## src/rtl/mdrop_pkg.sv

```systemverilog
package mdrop_pkg;
  localparam int unsigned CHAR_W_DEF = 8;

  typedef enum logic {
    KIND_DATA = 1'b0,
    KIND_ADDR = 1'b1
  } char_kind_e;

  function automatic char_kind_e kind_of(input logic mode, input logic flag);
    return (mode && flag) ? KIND_ADDR : KIND_DATA;
  endfunction
endpackage

```

## src/rtl/mdrop_class.sv

```systemverilog
module mdrop_class
  import mdrop_pkg::*;
#(
  parameter int unsigned CHAR_W = CHAR_W_DEF
) (
  input  logic              valid_i,
  input  logic              mode_i,
  input  logic              flag_i,
  input  logic              rx_en_i,
  input  logic              cmp_en_i,
  input  logic [CHAR_W-1:0] char_i,
  input  logic [CHAR_W-1:0] station_i,
  output logic              accept_o,
  output char_kind_e        kind_o
);
  logic hit;

  assign hit = (char_i == station_i);

  always_comb begin
    kind_o = kind_of(mode_i, flag_i);
    if (!valid_i)
      accept_o = 1'b0;
    else if (kind_o == KIND_ADDR)
      accept_o = !cmp_en_i || hit;  // address wakes a disabled receiver
    else
      accept_o = rx_en_i;
  end
endmodule

```

## src/rtl/mdrop_hold.sv

```systemverilog
module mdrop_hold
  import mdrop_pkg::*;
#(
  parameter int unsigned CHAR_W = CHAR_W_DEF
) (
  input  logic              clk_i,
  input  logic              rst_ni,
  input  logic              accept_i,
  input  char_kind_e        kind_i,
  input  logic [CHAR_W-1:0] char_i,
  input  logic              rd_ack_i,
  output logic              rdy_o,
  output logic              ovr_o,
  output logic              addr_o,
  output logic [CHAR_W-1:0] data_o
);
  logic              rdy_q, ovr_q, addr_q;
  logic [CHAR_W-1:0] data_q;
  logic              rdy_d, ovr_d;

  always_comb begin
    rdy_d = rdy_q;
    ovr_d = ovr_q;
    if (accept_i) begin
      rdy_d = 1'b1;
      if (rd_ack_i)   ovr_d = 1'b0;
      else if (rdy_q) ovr_d = 1'b1;
    end else if (rd_ack_i) begin
      rdy_d = 1'b0;
      ovr_d = 1'b0;
    end
  end

  always_ff @(posedge clk_i or negedge rst_ni) begin
    if (!rst_ni) begin
      rdy_q  <= 1'b0;
      ovr_q  <= 1'b0;
      addr_q <= 1'b0;
      data_q <= '0;
    end else begin
      rdy_q <= rdy_d;
      ovr_q <= ovr_d;
      if (accept_i) begin
        data_q <= char_i;
        addr_q <= (kind_i == KIND_ADDR);
      end
    end
  end

  assign rdy_o  = rdy_q;
  assign ovr_o  = ovr_q;
  assign addr_o = addr_q;
  assign data_o = data_q;


  ack_clears_chk: assert property (@(posedge clk_i) disable iff (!rst_ni)
    (rd_ack_i && !accept_i) |=> (!rdy_q && !ovr_q));

  overrun_set_chk: assert property (@(posedge clk_i) disable iff (!rst_ni)
    (accept_i && rdy_q && !rd_ack_i) |=> (ovr_q && rdy_q && data_q == $past(char_i)));

  ack_and_new_chk: assert property (@(posedge clk_i) disable iff (!rst_ni)
    (accept_i && rd_ack_i) |=> (rdy_q && !ovr_q));
endmodule

```

## src/rtl/mdrop_wake_rx.sv

```systemverilog
module mdrop_wake_rx
  import mdrop_pkg::*;
#(
  parameter int unsigned CHAR_W = CHAR_W_DEF
) (
  input  logic              clk_i,
  input  logic              rst_ni,
  input  logic              mdrop_en_i,
  input  logic              rx_en_i,
  input  logic              irq_en_i,
  input  logic              cmp_en_i,
  input  logic [CHAR_W-1:0] station_i,
  input  logic              char_valid_i,
  input  logic [CHAR_W-1:0] char_i,
  input  logic              flag_i,
  input  logic              rd_ack_i,
  output logic              rdy_o,
  output logic              ovr_o,
  output logic              irq_o,
  output logic              addr_o,
  output logic [CHAR_W-1:0] data_o
);
  logic       accept;
  char_kind_e kind;

  mdrop_class #(.CHAR_W(CHAR_W)) u_class (
    .valid_i   (char_valid_i),
    .mode_i    (mdrop_en_i),
    .flag_i    (flag_i),
    .rx_en_i   (rx_en_i),
    .cmp_en_i  (cmp_en_i),
    .char_i    (char_i),
    .station_i (station_i),
    .accept_o  (accept),
    .kind_o    (kind)
  );

  mdrop_hold #(.CHAR_W(CHAR_W)) u_hold (
    .clk_i    (clk_i),
    .rst_ni   (rst_ni),
    .accept_i (accept),
    .kind_i   (kind),
    .char_i   (char_i),
    .rd_ack_i (rd_ack_i),
    .rdy_o    (rdy_o),
    .ovr_o    (ovr_o),
    .addr_o   (addr_o),
    .data_o   (data_o)
  );

  assign irq_o = rdy_o && irq_en_i;


  plain_accept_chk: assert property (@(posedge clk_i) disable iff (!rst_ni)
    (char_valid_i && !mdrop_en_i && rx_en_i) |=> (rdy_o && !addr_o));

  plain_ignore_chk: assert property (@(posedge clk_i) disable iff (!rst_ni)
    (char_valid_i && !mdrop_en_i && !rx_en_i && !rdy_o) |=> !rdy_o);

  addr_wake_chk: assert property (@(posedge clk_i) disable iff (!rst_ni)
    (char_valid_i && mdrop_en_i && flag_i && !cmp_en_i) |=> (rdy_o && addr_o));

  data_gate_chk: assert property (@(posedge clk_i) disable iff (!rst_ni)
    (char_valid_i && mdrop_en_i && !flag_i && !rx_en_i && !rdy_o) |=> !rdy_o);

  cmp_miss_chk: assert property (@(posedge clk_i) disable iff (!rst_ni)
    (char_valid_i && mdrop_en_i && flag_i && cmp_en_i && char_i != station_i && !rdy_o)
      |=> !rdy_o);

  irq_idle_chk: assert property (@(posedge clk_i) disable iff (!rst_ni)
    !rdy_o |-> !irq_o);
endmodule

```

## config.mk

```make
export PLATFORM = sky130hd
export DESIGN_NAME = mdrop_wake_rx
export DESIGN_NICKNAME = d
export VERILOG_FILES = /design/src/rtl/mdrop_pkg.sv /design/src/rtl/mdrop_class.sv /design/src/rtl/mdrop_hold.sv /design/src/rtl/mdrop_wake_rx.sv
export SDC_FILE = /design/constraint.sdc
export NUM_CORES = 1
export LEC_CHECK = 0
export BUFFER_PORTS_ARGS = -buffer_cell sky130_fd_sc_hd__buf_2
export CORE_MARGIN = 5
export CORE_UTILIZATION = 40
export DETAILED_ROUTE_END_ITERATION = 10
export GPL_TIMING_DRIVEN = 0
export HOLD_SLACK_MARGIN = 0.05
export PLACE_DENSITY = 0.82
export SLEW_MARGIN = 15
export SYNTH_ARGS = -nofsm -noshare
export SYNTH_HDL_FRONTEND = slang
export SYNTH_SLANG_ARGS = --single-unit
```

## constraint.sdc

```tcl
create_clock -name clk_i -period 1 [get_ports clk_i]
set_input_delay 0.05 -clock clk_i [delete_from_list [all_inputs] [get_ports clk_i]]
set_output_delay 0.05 -clock clk_i [all_outputs]
set_load 0.1 [all_outputs]
```

# --- Yosys cells after proc, flatten, opt, wreduce, memory -nomap -nowiden ---
# Index checks and enable logic that the tools add are counted.
word_totals:
  register_bits: 11
op_classes:
  n_eq_ne: 1
  muxes: 8
  n_reduce_logical: 7
ops:
  columns: ["operator", "count"]
  rows:
  - ["$eq A8 B8 Y1", 1]
  - ["$mux W1", 8]
  - ["$reduce_bool A2 Y1", 2]
  - ["$logic_and A1 B1 Y1", 2]
  - ["$reduce_and A2 Y1", 1]
  - ["$logic_not A1 Y1", 1]
  - ["$logic_or A1 B1 Y1", 1]

# --- Longest topological paths before layout ---
depth:
  ltp_word: 6
  mapped_depth: 5
  ltp_nobuf: 5

# --- By module ---
# From an unflattened synthesis, not the netlist that was laid out.
unflattened:
  cells_unflattened: 40
  hier_area_um2: 549.3
modules_own_cells:
  columns: ["module", "instances", "cells_each", "area_each_um2", "seq_area_each_um2"]
  rows:
  - ["mdrop_hold", 1, 25, 439.2, 275.3]
  - ["mdrop_class", 1, 14, 103.8, 0.0]
  - ["mdrop_wake_rx", 1, 1, 6.3, 0.0]

# --- Least setup slack after synthesis ---
# No wires, ideal clock.
synth_path:
  path_type: "register to output"
  startpoint: "reg u_hold.rdy_q, in the netlist u_hold.rdy_o"
  endpoint: "out irq_o"
  arrival_time_ns: 1.782
  setup_slack_ns: -0.832
  stages_incl_launch_ff: 2
  n_path_buf: 0
  path_cell_list: "dfrtp_1 and2_1"
synth_via:
  elab_chain_len: 1
synth_rtl:
  columns: ["element", "line", "source"]
  rows:
  - ["start: declaration", "mdrop_hold.sv:17", "logic rdy_q, ovr_q, addr_q;"]
  - ["start signal: assignment", "mdrop_hold.sv:41", "rdy_q <= rdy_d;"]
  - ["$logic_and A1 B1 Y1", "mdrop_wake_rx.sv:51", "assign irq_o = rdy_o && irq_en_i;"]
  - ["end: declaration", "mdrop_wake_rx.sv:19", "output logic irq_o,"]
# No other way between the ends.

# --- Worst setup path after layout ---
layout_path:
  startpoint: "in char_i[1]"
  endpoint: "reg u_hold.data_q[1], in the netlist u_hold.data_o[1]"
layout_via:
  elab_chain_len: 4
layout_rtl:
  columns: ["element", "line", "source"]
  rows:
  - ["start: declaration", "mdrop_wake_rx.sv:14", "input logic [CHAR_W-1:0] char_i,"]
  - ["$eq A8 B8 Y1", "mdrop_class.sv:18", "assign hit = (char_i == station_i);"]
  - ["$logic_or A1 B1 Y1", "mdrop_class.sv:25", "accept_o = !cmp_en_i || hit;"]
  - ["$mux W1", "mdrop_class.sv:24", "else if (kind_o == KIND_ADDR)"]
  - ["$mux W1", "mdrop_class.sv:22", "if (!valid_i)"]
  - ["end signal: assignment", "mdrop_hold.sv:44", "data_q <= char_i;"]
  - ["end: declaration", "mdrop_hold.sv:18", "logic [CHAR_W-1:0] data_q;"]
# Several ways; a longest one is shown, not always the timed one.
# A chain may end at the register's enable or synchronous reset.

==> run metrics <==
vias in the first global route 537; final slew viol count 0; final hold vios 0; met2 routed WL 1100 um; CTS Buffer Depth 2; final global-route overflow total 0; CTS buffer count 3; syn avg cell area roughly 14 um^2; worst hold start char_i[0]; Filler cells just over 70; Top Metal Used met4; P&R area growth vs syn 93.5%; Die W between 40 and 50 um; Hold Path Sink u_hold.data_o[0]; P_sw just over 900 uW; Tcrit/Tclk final 116%; slew margin rel. between 60% and 70%; largest net degree at the start of global routing 12; setup slack at placement -0.455 ns; Final #Nets 119; num rows 13; power per cell area roughly 1700 mW/mm^2; Reg2Reg Depth 3; fmax 863 MHz; die area ~0.0023 mm^2; hold path depth 2; Worst-Skew Late Latency about 0.28 ns; RR Startpoint u_hold.rdy_o; syn_nets 65; Root Driver clkbuf_4; Min Hold Slack approximately 0.052 ns; # clock sinks 11; routed wl met3 140 um; GRT Overall Usage 16.0%; vias per cell slightly below 5; Area after DPL approximately 800 um^2; Arr. time, crit path between 1 and 1.5 ns; clk_skew 0.000171 ns; #FFs+latches synth 11; setup slack, reg-to-reg roughly 0.04 ns; internal power roughly 1000 uW; failing checks negative setup slack; count of max-cap constraint violations 0; worst-margin pin slew between 0.4 and 0.5 ns; n_diodes 0; Setup-failing EPs final 12; port bufs 36; Worst VDD drop ~1.0 mV; Crit Path Category in -> reg; DRT met1 WL 646 um; total core area 0.00133 mm^2; WL final approximately 1900 um; mapped cell area 578 um^2; # IOs 37; Initial Util between 40% and 50%; share of total power in the clock network 16.0%; Mapped Cells 40; Sequential Power Share 29.7%; Die Y-Extent 48.0 um; RSZ-0062 raised after global routing yes; first-pass GRT wire length ~2400 um; Vias about 530; Distinct cells, synth 14; Detail Placement HPWL 1000 um; initial antenna violation count 0; wire per inst ~18 um; 1st-iter DRT viols 8; Setup crit start kind primary input; switch share between 40% and 50%; share of layout cells above drive strength 1 between 70% and 80%; First-pass DRT Iterations 4; status finished, violations left; YS warnings 0; crit path capture type flop; Comb power frac approximately 54%; post-synthesis sequential area ratio approximately 48%; Post-route DRC 0; Min-Delay Path Class in -> reg; Worst Slack Setup Final -0.158 ns; leakage between 0.0005 and 0.0006 uW; RR Endpoint u_hold.rdy_o; Worst Path Required about 1.2 ns; gpl congestion 0.756; min cycle time layout 1.16 ns; design area roughly 0.0011 mm^2; Clock transition at path regs roughly 0.06 ns; DRT antenna net count 0; TritonCTS clock tree built; critical path peak fanout 5; CTS H-tree lvls 1
[flip-flops by register name, summed over array words and instances, names as in the netlist]
name / flops
u_hold.data_o: 8
u_hold.ovr_o: 1
u_hold.addr_o: 1
u_hold.rdy_o: 1
[cells in the mapped netlist, drive strengths merged]
cell	n	share of area (%)
o21ai	2	2.4
nor2	1	3.5
xor2	8	12
mux2	8	21
nand2	1	0.65
a21oi	1	1.5
dfrtp	11	48
inv	1	0.65
o22a	1	1.7
o32ai	1	1.5
nor4	2	4.3
nand2b	1	1.1
and2	2	2.2
[worst max path at each step]
stage	from	end	slack, ns
after global placement	char_i[1]	u_hold.data_o[1]	-0.46
after floorplan	station_i[6]	u_hold.data_o[0]	-0.26
after CTS	char_i[2]	u_hold.data_o[0]	-0.15
after global routing	char_i[4]	u_hold.data_o[1]	-0.19
after detailed placement	char_i[1]	u_hold.data_o[0]	-0.45
final	char_i[1]	u_hold.data_o[1]	-0.16
[logic make-up (layout without fill, tap and decap cells)]
kind of cell           count (synthesis)  after routing  synth area share, %
flip-flops                            11             11                 47.6
AND/OR/NAND/NOR                        7              8                 11.7
XOR/XNOR                               8              8                 12.1
multiplexers                           8              8                 20.8
buffers and inverters                  1             53                0.649
AO/OA/AOI/OAI                          5              5                 7.14
[layout by cell type (no fill, tap or decap), drive strengths merged, types with 2 or more instances in the layout]
cell	count
xor2	8
and2	2
clkbuf	4
nor4	2
nor2	2
mux2	8
buf	39
dfrtp	11
o21ai	2
dlygate4sd3	9
[power by group through the flow]
stage,clock network [uW],logic (uW),registers [uW]
finish,310,1060,576
global route,339,1080,583
CTS,304,963,569
detailed placement,0,860,570
global placement,0,856,566
floorplan,0,187,1080
[layer usage]
layer / track usage, % / vias to the layer above
met5: 0 / -
met4: 4.84 / 0
met3: 6.02 / 4
met2: 30.6 / 27
met1: 15.5 / 251
li1: - / 246
[area by class of cell]
| type | count | area, um^2 | share of cell area, % |
|---|---|---|---|
| well taps | 15 | 18.8 | 1.68 |
| inverters | 1 | 3.75 | 0.336 |
| flip-flops and latches | 11 | 292 | 26.1 |
| multi-input cells | 29 | 372 | 33.2 |
| repair buffers | 48 | 407 | 36.4 |
| clock buffers | 4 | 26.3 | 2.35 |
[worst max-delay path: stages]
cell	delay, ns
buf_2	0.12
xor2_2	0.15
nor4_4	0.34
a21oi_4	0.15
nor2_8	0.17
mux2_4	0.32
[what timing repair did]
action,4_1_cts,5_1_grt
setup buffers,1,2
resized for setup,20,15
pin swaps,5,8
hold buffers,9,0
endpoints found under the hold margin,19,0
gates cloned,1,0
endpoints found under the setup margin,20,16
[stage by stage]
| stage | utilization (%) | total power [uW] | instances | TNS (ns) |
|---|---|---|---|---|
| after floorplan | - | 1270 | 40 | -2.14 |
| after global placement | 59.7 | 1420 | 91 | -4.08 |
| after detailed placement | 59.7 | 1430 | 91 | -4.07 |
| after CTS | 74.9 | 1840 | 106 | -1.35 |
| after global routing | 83.9 | 2010 | 108 | -2.03 |
| final | 83.9 | 1940 | 108 | -1.55 |
No activity file was read; power rests on OpenSTA's default activity.
